<file path="src/rtl/ictr_pkg.sv">
package ictr_pkg;

    typedef enum logic [2:0] {
        ST_IDLE,
        ST_ARMED,
        ST_RUN,
        ST_STROBE,
        ST_TAIL
    } ictr_state_e;

    localparam logic [2:0] MD_TERM    = 3'd0;
    localparam logic [2:0] MD_ONESHOT = 3'd1;
    localparam logic [2:0] MD_RATE    = 3'd2;
    localparam logic [2:0] MD_SQUARE  = 3'd3;
    localparam logic [2:0] MD_SWSTB   = 3'd4;
    localparam logic [2:0] MD_HWSTB   = 3'd5;

    // codes 6 and 7 fold onto 2 and 3
    function automatic logic [2:0] fold_mode(input logic [2:0] m);
        return (m[2:1] == 2'b11) ? {1'b0, m[1:0]} : m;
    endfunction

endpackage

</file>
<file path="src/rtl/ictr_span.sv">
module ictr_span #(
    parameter int CNT_W  = 16,
    parameter bit BCD_EN = 1'b1,
    localparam int EL_W   = CNT_W + 1,
    localparam int DIGITS = CNT_W / 4
) (
    input  logic [CNT_W-1:0] init,
    input  logic             bcd,
    output logic [EL_W-1:0]  period
);
    localparam logic [EL_W-1:0] BIN_FULL = EL_W'(1) << CNT_W;
    localparam logic [EL_W-1:0] DEC_FULL = EL_W'(10 ** DIGITS);

    logic [EL_W-1:0] bin_len;
    assign bin_len = (init == '0) ? BIN_FULL : EL_W'(init);

    generate
        if (BCD_EN) begin : g_dec
            logic [EL_W-1:0] acc;
            always_comb begin
                acc = '0;
                for (int i = DIGITS - 1; i >= 0; i--) begin
                    acc = acc * EL_W'(10) + EL_W'(init[4*i +: 4]);
                end
            end
            assign period = bcd ? ((acc == '0) ? DEC_FULL : acc) : bin_len;
        end else begin : g_bin
            logic unused_bcd;
            assign unused_bcd = bcd;
            assign period     = bin_len;
        end
    endgenerate

endmodule

</file>
<file path="src/rtl/ictr_step.sv">
module ictr_step #(
    parameter int CNT_W  = 16,
    parameter bit BCD_EN = 1'b1,
    localparam int DIGITS = CNT_W / 4
) (
    input  logic [CNT_W-1:0] cur,
    input  logic             bcd,
    output logic [CNT_W-1:0] nxt
);
    logic [CNT_W-1:0] bin_dec;
    assign bin_dec = cur - CNT_W'(1);

    generate
        if (BCD_EN) begin : g_dec
            logic [CNT_W-1:0] dec_dec;
            always_comb begin
                logic       borrow;
                logic [3:0] dig;
                borrow  = 1'b1;
                dec_dec = '0;
                for (int i = 0; i < DIGITS; i++) begin
                    dig = cur[4*i +: 4];
                    if (borrow && dig == 4'd0) begin
                        dec_dec[4*i +: 4] = 4'd9;
                    end else if (borrow) begin
                        dec_dec[4*i +: 4] = dig - 4'd1;
                        borrow = 1'b0;
                    end else begin
                        dec_dec[4*i +: 4] = dig;
                    end
                end
            end
            assign nxt = bcd ? dec_dec : bin_dec;
        end else begin : g_bin
            logic unused_bcd;
            assign unused_bcd = bcd;
            assign nxt        = bin_dec;
        end
    endgenerate

endmodule

</file>
<file path="src/rtl/ictr_fsm.sv">
module ictr_fsm
    import ictr_pkg::*;
#(
    parameter int CNT_W = 16,
    localparam int EL_W = CNT_W + 1
) (
    input  logic             clk,
    input  logic             rst_n,
    input  logic             tick,
    input  logic             gate,
    input  logic             load,
    input  logic [CNT_W-1:0] load_value,
    input  logic [2:0]       mode_in,
    input  logic             bcd_in,
    input  logic [CNT_W-1:0] cnt_dec,
    input  logic [EL_W-1:0]  period,
    output logic [CNT_W-1:0] init_q,
    output logic             bcd_q,
    output logic [CNT_W-1:0] cnt_q,
    output logic             out
);
    ictr_state_e      state_q, state_d;
    logic [CNT_W-1:0] cnt_d, init_d;
    logic [EL_W-1:0]  el_q, el_d, el_inc, half;
    logic [2:0]       mode_q, mode_d;
    logic             bcd_d, gate_q;
    logic             retrig, cnt_en, hit, gate_free, counting;

    assign gate_free = (mode_q == MD_ONESHOT) || (mode_q == MD_HWSTB);
    assign counting  = (state_q == ST_RUN) || (state_q == ST_STROBE) || (state_q == ST_TAIL);
    assign retrig    = gate && !gate_q && (state_q != ST_IDLE) &&
                       (mode_q inside {MD_ONESHOT, MD_RATE, MD_SQUARE, MD_HWSTB});
    assign cnt_en    = tick && counting && (gate || gate_free);
    assign el_inc    = el_q + EL_W'(1);
    assign hit       = (el_inc == period);
    assign half      = (period + EL_W'(1)) >> 1;

    // next-state and datapath
    always_comb begin
        state_d = state_q;
        cnt_d   = cnt_q;
        el_d    = el_q;
        init_d  = init_q;
        mode_d  = mode_q;
        bcd_d   = bcd_q;
        if (load) begin
            init_d  = load_value;
            mode_d  = mode_in;
            bcd_d   = bcd_in;
            cnt_d   = load_value;
            el_d    = '0;
            state_d = (mode_in == MD_ONESHOT || mode_in == MD_HWSTB) ? ST_ARMED : ST_RUN;
        end else if (retrig) begin
            cnt_d   = init_q;
            el_d    = '0;
            state_d = ST_RUN;
        end else if (cnt_en) begin
            cnt_d = cnt_dec;
            unique case (state_q)
                ST_RUN: begin
                    el_d = el_inc;
                    if (hit) begin
                        case (mode_q)
                            MD_RATE: begin
                                el_d    = '0;
                                cnt_d   = init_q;
                                state_d = ST_STROBE;
                            end
                            MD_SQUARE: begin
                                el_d  = '0;
                                cnt_d = init_q;
                            end
                            MD_SWSTB, MD_HWSTB: state_d = ST_STROBE;
                            default:            state_d = ST_TAIL;
                        endcase
                    end
                end
                ST_STROBE: begin
                    if (mode_q == MD_RATE) begin
                        if (hit) begin
                            el_d  = '0;
                            cnt_d = init_q;
                        end else begin
                            el_d    = el_inc;
                            state_d = ST_RUN;
                        end
                    end else begin
                        state_d = ST_TAIL;
                    end
                end
                ST_TAIL:  ;
                default:  ;
            endcase
        end
    end

    // state register
    always_ff @(posedge clk) begin
        if (!rst_n) begin
            state_q <= ST_IDLE;
            cnt_q   <= '0;
            el_q    <= '0;
            init_q  <= '0;
            mode_q  <= MD_TERM;
            bcd_q   <= 1'b0;
            gate_q  <= 1'b0;
        end else begin
            state_q <= state_d;
            cnt_q   <= cnt_d;
            el_q    <= el_d;
            init_q  <= init_d;
            mode_q  <= mode_d;
            bcd_q   <= bcd_d;
            gate_q  <= gate;
        end
    end

    // outputs
    always_comb begin
        unique case (state_q)
            ST_IDLE:   out = 1'b0;
            ST_ARMED:  out = (mode_q == MD_ONESHOT);
            ST_RUN:    out = (mode_q == MD_SQUARE) && (el_q < half);
            ST_STROBE: out = 1'b1;
            ST_TAIL:   out = (mode_q == MD_TERM) || (mode_q == MD_ONESHOT);
            default:   out = 1'b0;
        endcase
    end


    load_capture_chk: assert property (@(posedge clk) disable iff (!rst_n)
        load |=> (cnt_q == $past(load_value)));


    tick_idle_chk: assert property (@(posedge clk) disable iff (!rst_n)
        (!tick && !load && !retrig) |=> $stable(cnt_q));


    term_hold_chk: assert property (@(posedge clk) disable iff (!rst_n)
        (mode_q == MD_TERM && out && !load) |=> out);


    oneshot_trig_chk: assert property (@(posedge clk) disable iff (!rst_n)
        (mode_q == MD_ONESHOT && state_q == ST_ARMED && retrig && !load) |=> !out);


    rate_pulse_chk: assert property (@(posedge clk) disable iff (!rst_n)
        (mode_q == MD_RATE && out && cnt_en && !load && period != EL_W'(1)) |=> !out);


    strobe_pulse_chk: assert property (@(posedge clk) disable iff (!rst_n)
        (mode_q == MD_SWSTB && state_q == ST_STROBE && cnt_en && !load) |=> !out);


    square_rise_chk: assert property (@(posedge clk) disable iff (!rst_n)
        ($rose(out) && mode_q == MD_SQUARE) |-> (el_q == '0));

endmodule

</file>
<file path="src/rtl/interval_counter.sv">
module interval_counter
    import ictr_pkg::*;
#(
    parameter int CNT_W  = 16,
    parameter bit BCD_EN = 1'b1,
    localparam int EL_W  = CNT_W + 1
) (
    input  logic             clk,
    input  logic             rst_n,
    input  logic             tick,
    input  logic             gate,
    input  logic             load,
    input  logic [CNT_W-1:0] load_value,
    input  logic [2:0]       mode_sel,
    input  logic             bcd_sel,
    output logic [CNT_W-1:0] count,
    output logic             out
);
    logic [CNT_W-1:0] init_q, cnt_q, cnt_dec;
    logic             bcd_q;
    logic [EL_W-1:0]  period;
    logic [2:0]       mode_f;

    // alias folding before capture
    assign mode_f = fold_mode(mode_sel);

    ictr_span #(.CNT_W(CNT_W), .BCD_EN(BCD_EN)) u_span (
        .init   (init_q),
        .bcd    (bcd_q),
        .period (period)
    );

    ictr_step #(.CNT_W(CNT_W), .BCD_EN(BCD_EN)) u_step (
        .cur (cnt_q),
        .bcd (bcd_q),
        .nxt (cnt_dec)
    );

    ictr_fsm #(.CNT_W(CNT_W)) u_fsm (
        .clk        (clk),
        .rst_n      (rst_n),
        .tick       (tick),
        .gate       (gate),
        .load       (load),
        .load_value (load_value),
        .mode_in    (mode_f),
        .bcd_in     (bcd_sel),
        .cnt_dec    (cnt_dec),
        .period     (period),
        .init_q     (init_q),
        .bcd_q      (bcd_q),
        .cnt_q      (cnt_q),
        .out        (out)
    );

    assign count = cnt_q;

endmodule

</file>
<file path="config.mk">
export PLATFORM = sky130hd
export DESIGN_NAME = interval_counter
export DESIGN_NICKNAME = d
export VERILOG_FILES = /design/src/rtl/ictr_pkg.sv /design/src/rtl/ictr_span.sv /design/src/rtl/ictr_step.sv /design/src/rtl/ictr_fsm.sv /design/src/rtl/interval_counter.sv
export SDC_FILE = /design/constraint.sdc
export NUM_CORES = 1
export LEC_CHECK = 0
export BUFFER_PORTS_ARGS = -buffer_cell sky130_fd_sc_hd__buf_4
export CAP_MARGIN = 0
export CORE_UTILIZATION = 40
export CTS_CLUSTER_DIAMETER = 200
export CTS_CLUSTER_SIZE = 30
export DETAILED_ROUTE_END_ITERATION = 8
export HOLD_SLACK_MARGIN = 0.03
export PLACE_DENSITY = 0.62
export SETUP_SLACK_MARGIN = 0.1
export SLEW_MARGIN = 20
export SYNTH_ARGS = -nofsm -noshare
export SYNTH_HDL_FRONTEND = slang
export SYNTH_SLANG_ARGS = --single-unit
</file>
<file path="constraint.sdc">
create_clock -name clk -period 10.84 [get_ports clk]
set_clock_uncertainty 0.15 [all_clocks]
set_input_delay 1.626 -clock clk [delete_from_list [all_inputs] [get_ports clk]]
set_output_delay 1.626 -clock clk [all_outputs]
set_load 0.05 [all_outputs]
</file>
Word level (Yosys, flattened, before mapping)
Index checks and enable logic that the tools add are counted.
- word-level logic and storage cells: 110
- bits in writable memories: 0
- register bits: 57
- memories: 0
- bits in latches: 0
- ROM bits: 0
- output and inout bits: 17
- input bits: 25
- multipliers: 3
- shift operators: 0
- mux-type cells: 38
- div/mod/pow operators: 0
- reductions and logical operators: 33
- order comparisons: 1
- bitwise logic cells: 1
- add/sub/neg operators: 10
- eq/ne operators: 17
- operators with widths (operator ; number):
    two-way mux 16 bit ; 8
    two-way mux 17 bit ; 7
    adder 17 x 4 -> 17 bit ; 3
    adder 17 x 1 -> 17 bit, second input constant ; 2
    multiplier 17 x 3 -> 16 bit, second input constant ; 2
    case mux 17 bit (2 select lines) ; 1
    case mux 16 bit (2 select lines) ; 1
    two-way mux 4 bit ; 7
    two-way mux 3 bit ; 7
    == test 17 bit ; 1
    zero test 17 bit ; 1
    < comparator 17 x 16 -> 1 bit ; 1
    zero test 16 bit ; 1
    zero test 4 bit ; 4
    subtractor 16 x 1 -> 16 bit, second input constant ; 1
    subtractor 4 x 1 -> 4 bit, second input constant ; 4
    == test 3 x 2 -> 1 bit, second input constant ; 4
    == test 3 bit, second input constant ; 4
    case mux 3 bit (2 select lines) ; 2
    == test 3 x 1 -> 1 bit, second input constant ; 3
    logical AND 1 bit ; 9
    nonzero test 4 bit ; 2
    multiplier 4 x 3 -> 7 bit, second input constant ; 1
    logical OR 1 bit ; 6
    other kinds (17) ; 21

Depth between registers and ports, before layout
- depth in word-level cells: 16
- depth in mapped cells: 42
- mapped depth without buffers: 40

By module
From an unflattened synthesis, not the netlist that was laid out.
- cells, all modules: 934
- area, all modules: 7413.4 um2
- modules (own cells, without submodules) (module ; cells an instance ; area an instance (um2) ; instances):
    ictr_fsm ; 527 ; 4282.9 ; 1
    ictr_span ; 302 ; 2381.0 ; 1
    ictr_step ; 104 ; 735.7 ; 1
    interval_counter ; 1 ; 13.8 ; 1

Least setup slack after synthesis
OpenSTA, ideal clock, no wires.
- path type: reg2out
- from: register u_fsm.init_q[13]
- to: output port out
- setup slack: 0.087 ns
- data arrival time: 8.977 ns
- data required time: 9.064 ns
- cell stages (with the launch flop): 38
- cell sequence: dfxtp_1 > ha_1 > ha_1 > inv_1 > fa_1 > nor3b_1 > xnor2_1 > ha_1 > ha_1 > inv_1 > xnor2_1 > or3b_2 > xor2_1 > inv_1 > ha_1 > ha_1 > o21ai_0 > nor2_1 > [2 not listed] > nor4_1 > clkbuf_1 > nand4_1 > and2_4 > o31ai_2 > nor2_1 > nor4b_1 > xor2_1 > ha_1 > a21o_1 > a21o_1 > a21o_1 > a21o_1 > a21o_1 > a21o_1 > a2111oi_0 > o21ai_0 > nand3_1
- cells in the longest elaborated chain, start to end: 13
- elaborated cells on any way between the ends: 15
- ends and longest elaborated chain (item ; line ; RTL):
    from (decl) ; ictr_fsm.sv:17 ; output logic [CNT_W-1:0] init_q,
    from (signal assigned) ; ictr_fsm.sv:111 ; init_q <= init_d;
    multiplier 4 x 3 -> 7 bit ; ictr_span.sv:23 ; acc = acc * EL_W'(10) + EL_W'(init[4*i +: 4]);
    adder 17 x 4 -> 17 bit ; ictr_span.sv:23 ;
    multiplier 17 x 3 -> 16 bit ; ictr_span.sv:23 ;
    adder 17 x 4 -> 17 bit ; ictr_span.sv:23 ;
    multiplier 17 x 3 -> 16 bit ; ictr_span.sv:23 ;
    adder 17 x 4 -> 17 bit ; ictr_span.sv:23 ;
    zero test 17 bit ; ictr_span.sv:26 ; assign period = bcd ? ((acc == '0) ? DEC_FULL : acc) : bin_len;
    two-way mux 17 bit ; ictr_span.sv:26 ;
    two-way mux 17 bit (*) ; ictr_span.sv:26 ;
    adder 17 x 1 -> 17 bit (*) ; ictr_fsm.sv:36 ; assign half = (period + EL_W'(1)) >> 1;
    < comparator 17 x 16 -> 1 bit (*) ; ictr_fsm.sv:123 ; ST_RUN: out = (mode_q == MD_SQUARE) && (el_q < half);
    logical AND 1 bit (*) ; ictr_fsm.sv:123 ;
    case mux 1 bit (4 select lines) (*) ; ictr_fsm.sv:120 ; unique case (state_q)
    to (decl) ; interval_counter.sv:17 ; output logic out
Every way passes the cells marked *; elsewhere a longest branch is shown, timed or not.

Worst setup path in the final report
Ends and elaborated chain as after synthesis.

==> flow_summary.html <==
<table>
<tr><th>Metric</th><th>Value</th></tr>
<tr><th colspan="2">Power and ir drop</th></tr>
<tr><td>Switching pwr</td><td>0.657 mW</td></tr>
<tr><td>Proportion of power drawn by the clock network</td><td>19.6%</td></tr>
<tr><td>Reported leakage power</td><td>3.65 nW</td></tr>
<tr><td>Part of the power in combinational logic</td><td>63.4%</td></tr>
<tr><td>Sequential Power Share</td><td>17.0%</td></tr>
<tr><td>Cell Int Power</td><td>0.771 mW</td></tr>
<tr><td>Power per Cell Area</td><td>151 nW/um^2</td></tr>
<tr><td>Worst IR drop on VDD</td><td>0.116 mV</td></tr>
<tr><td>Switching part of the total</td><td>46.0%</td></tr>
<tr><th colspan="2">Setup path</th></tr>
<tr><td>WS Path Type</td><td>reg2out</td></tr>
<tr><td>Crit path from</td><td>u_fsm.init_q[13]</td></tr>
<tr><td>Arrival time at the worst endpoint</td><td>8.65 ns</td></tr>
<tr><td>Capturing element type of the critical path</td><td>primary output</td></tr>
<tr><td>Slowest stage delay, CP</td><td>0.48 ns</td></tr>
<tr><td>Most common cell type on the critical path</td><td>a21o_1</td></tr>
<tr><td>Critical path startpoint category</td><td>flip-flop</td></tr>
<tr><td>Peak fanout along the critical path</td><td>4</td></tr>
<tr><td>Worst reg2reg startpoint</td><td>u_fsm.init_q[10]</td></tr>
<tr><td>CP Data Required Time</td><td>9.06 ns</td></tr>
<tr><td>Highest-delay cell along the critical path</td><td>fa_2</td></tr>
<tr><th colspan="2">Status</th></tr>
<tr><td>Result of the run</td><td>complete, no violations</td></tr>
<tr><th colspan="2">STA</th></tr>
<tr><td>Max Transition Viols Final</td><td>0</td></tr>
<tr><td>Total Negative Setup Slacks</td><td>0 ns</td></tr>
<tr><td>Slew at the pin closest to its max-slew limit</td><td>1.09 ns</td></tr>
<tr><td>Max Clk Rate</td><td>0.0959 GHz</td></tr>
<tr><td>Final min period</td><td>10.43 ns</td></tr>
<tr><td>RSZ-0062 raised after global routing</td><td>false</td></tr>
<tr><td>Worst slew slack as a fraction of its limit</td><td>27.1%</td></tr>
<tr><td>Final Hold Vio Count</td><td>0</td></tr>
<tr><td>Setup violation total in the final timing report</td><td>0</td></tr>
<tr><td>Post-route fraction of the period consumed by the critical path</td><td>96.2%</td></tr>
<tr><th colspan="2">Clock network</th></tr>
<tr><td>Insertion delay of the later-clocked pin in the worst-skew pair</td><td>0.34 ns</td></tr>
<tr><td>Total clock sinks</td><td>57</td></tr>
<tr><td>Clock tree from TritonCTS</td><td>yes</td></tr>
<tr><td>Largest buffer count on any clock path</td><td>2</td></tr>
<tr><td>CTS root buffer</td><td>clkbuf_16</td></tr>
<tr><td>Total number of H-tree levels</td><td>3</td></tr>
<tr><td>Post-CTS clock slew at the launch and capture registers of the worst setup and hold paths</td><td>0.05 ns</td></tr>
<tr><td>Post-CTS Hold Buffers</td><td>0</td></tr>
<tr><td>Number of CTS-inserted buffers</td><td>9</td></tr>
<tr><th colspan="2">Finish</th></tr>
<tr><td>Ant diodes</td><td>0</td></tr>
<tr><td>Post-synthesis to final-layout area growth</td><td>18.7%</td></tr>
<tr><td>Share of cells above drive strength 1</td><td>19.3%</td></tr>
<tr><td>Fin area</td><td>9470 um^2</td></tr>
<tr><td>Nets</td><td>1182</td></tr>
<tr><td>Commonest cells after routing, fill and taps aside</td><td>nor2_1, buf_4, a21oi_1, ha_1, nand2_1</td></tr>
<tr><th colspan="2">GRT</th></tr>
<tr><td>Global-route wire length before repair</td><td>36900 um</td></tr>
<tr><td>Largest net degree at the start of global routing</td><td>73</td></tr>
<tr><td>Number of global-route vias before repair</td><td>7168</td></tr>
<tr><td>Number of antenna violations at the first check in global routing</td><td>0</td></tr>
<tr><td>Grt total ovfl</td><td>0</td></tr>
<tr><td>Tot GR Track Use</td><td>22.9%</td></tr>
<tr><th colspan="2">Drt</th></tr>
<tr><td>Length of routed met3 wiring</td><td>1120 um</td></tr>
<tr><td>DRC violation total after the first TritonRoute iteration</td><td>561</td></tr>
<tr><td>Met2 wire len</td><td>10400 um</td></tr>
<tr><td>Detailed-router iteration count before antenna repair</td><td>5</td></tr>
<tr><td>Drt wl/cell</td><td>17.4 um</td></tr>
<tr><td>Post-route antenna net violation count</td><td>0</td></tr>
<tr><td>Via density per instance</td><td>5.82</td></tr>
<tr><td>Met1 routed wirelength after detailed routing</td><td>11300 um</td></tr>
<tr><td>Via count of the routed design</td><td>7852</td></tr>
<tr><td>Routed Wire Length</td><td>23500 um</td></tr>
<tr><td>Top routing layer in use</td><td>met4</td></tr>
<tr><td>DRC violation count after routing</td><td>0</td></tr>
<tr><th colspan="2">Hold path</th></tr>
<tr><td>Hold Path Class</td><td>reg2reg</td></tr>
<tr><td>Critical hold path startpoint</td><td>u_fsm.el_q[15]</td></tr>
<tr><th colspan="2">Yosys</th></tr>
<tr><td>Mapped cell area</td><td>7980 um^2</td></tr>
<tr><td>Number of enable-type register cells in the synthesized netlist</td><td>0</td></tr>
<tr><td>Synth unique cells</td><td>95</td></tr>
<tr><td>Number of nets in the synthesized netlist</td><td>1141</td></tr>
<tr><td>Dominant register cell in the synthesized netlist</td><td>dfxtp_1</td></tr>
<tr><td>Post-synthesis async set-or-reset flop share</td><td>0%</td></tr>
<tr><td>Synthesized area per cell</td><td>7.67 um^2</td></tr>
<tr><td>Flops &amp; latches, synth</td><td>57</td></tr>
<tr><td>Synthesized netlist cell count</td><td>1040</td></tr>
<tr><td>Yosys warns</td><td>0</td></tr>
<tr><td>Sequential element share of the synthesized area</td><td>14.3%</td></tr>
<tr><th colspan="2">Place</th></tr>
<tr><td>Post-DP HPWL</td><td>17500 um</td></tr>
<tr><td>Placed standard-cell area</td><td>8550 um^2</td></tr>
<tr><td>Port bufs</td><td>41</td></tr>
<tr><td>Routability-driven placement congestion ratio</td><td>0.902</td></tr>
<tr><th colspan="2">Die</th></tr>
<tr><td>Initial standard-cell utilization of the core</td><td>40.8%</td></tr>
<tr><td>Number of core rows</td><td>51</td></tr>
<tr><td>Vertical die dimension</td><td>143 um</td></tr>
<tr><td>Area inside the core boundary</td><td>19500 um^2</td></tr>
<tr><td>Die area</td><td>20500 um^2</td></tr>
<tr><td>I/O pins</td><td>42</td></tr>
<tr><td>Die W</td><td>143 um</td></tr>
<tr><th colspan="2">Flow run</th></tr>
<tr><td>Count of max-cap constraint violations</td><td>0</td></tr>
</table>
[final cells by class]
type / count / area (um^2)
multi-input cells: 876 / 6870
fillers: 1944 / 10100
flip-flops and latches: 57 / 1140
clock inverters: 6 / 60.1
inverters: 52 / 195
well taps: 265 / 332
repair buffers: 85 / 649
clock buffers: 9 / 225
[flip-flops by register name (all words and copies together), names as in the netlist]
| signal | count |
|---|---|
| u_fsm.init_q | 16 |
| u_fsm.bcd_q | 1 |
| u_fsm.state_q | 3 |
| u_fsm.cnt_q | 16 |
| u_fsm.el_q | 17 |
| u_fsm.mode_q | 3 |
| u_fsm.gate_q | 1 |
[synth_stat cells (11+ instances only)]
cell type	count	share of area (%)
clkbuf_1	34	1.6
a221oi_1	14	1.5
nor4_1	15	1.2
xnor2_1	56	6.1
nor2_1	87	4.1
nand3_1	26	1.6
a21oi_1	82	5.1
ha_1	70	11
nor3_1	49	3.1
and2_1	18	1.4
nand2b_1	11	0.86
xor2_1	30	3.3
a21o_1	18	1.7
dfxtp_1	57	14
inv_1	52	2.4
o2111a_1	11	1.6
nand2_1	59	2.8
or3_1	12	0.94
nor2b_1	32	2.5
nand4_1	14	1.1
o21ai_0	45	2.8
mux2i_1	50	6.3
[per-layer routing]
layer / track usage [%] / vias up
li1: - / 3922
met1: 32.5 / 3706
met2: 34.7 / 197
met3: 2.72 / 27
met4: 9.22 / 0
met5: 0 / -
[worst max-delay path: cells and delay by family, from the launching register on]
family / cells / cell delay [ns]
compound gates: 13 / 2.40
mux: 1 / 0.37
simple gates: 11 / 1.69
buf+inv: 5 / 0.58
fa+ha+maj: 7 / 2.14
flops: 1 / 0.31
xor+xnor: 4 / 0.81
[stage by stage]
| step | hold WS, ns | setup slack (ns) | total power [mW] | utilization [%] | std cells |
|---|---|---|---|---|---|
| after global routing | 0.434 | 0.00527 | 1.53 | 48.5 | 1350 |
| after global placement | 0.384 | 0.223 | 1.02 | 43.8 | 1320 |
| after detailed placement | 0.391 | 0.0261 | 1.03 | 43.8 | 1320 |
| final | 0.394 | 0.413 | 1.43 | 48.5 | 1350 |
| after floorplan | 0.341 | 0.251 | 0.842 | - | 1040 |
| after CTS | 0.398 | 0.122 | 1.33 | 46.0 | 1338 |
[final timing paths]
kind	end	slack, ns	cells past startpoint
hold reg to reg	u_fsm.el_q[15]	0.39	2
setup reg to reg	u_fsm.cnt_q[2]	2.30	25
setup / recovery	out	0.41	41
hold / removal	u_fsm.el_q[15]	0.39	2
[logic make-up after synthesis]
group	count (synthesis)	synth area share, %
mux	54	6.84
simple gates	379	25.7
flops	57	14.3
other cells	1	0.0470
buf+inv	107	6.06
xor+xnor	88	10.0
compound gates	278	24.5
fa+ha+maj	76	12.5
[power groups by stage]
stage | logic (mW) | registers (mW) | clock network, mW
finish | 0.905 | 0.243 | 0.280
CTS | 0.807 | 0.242 | 0.285
global route | 0.988 | 0.245 | 0.294
detailed placement | 0.781 | 0.247 | 0
global placement | 0.774 | 0.247 | 0
floorplan | 0.580 | 0.261 | 0
[what timing repair did]
action,4_1_cts,5_1_grt
endpoints found under the setup margin,1,1
pin swaps,4,33
resized for setup,26,69
buffers inserted,3,12
(Power assumes the default switching activity.)
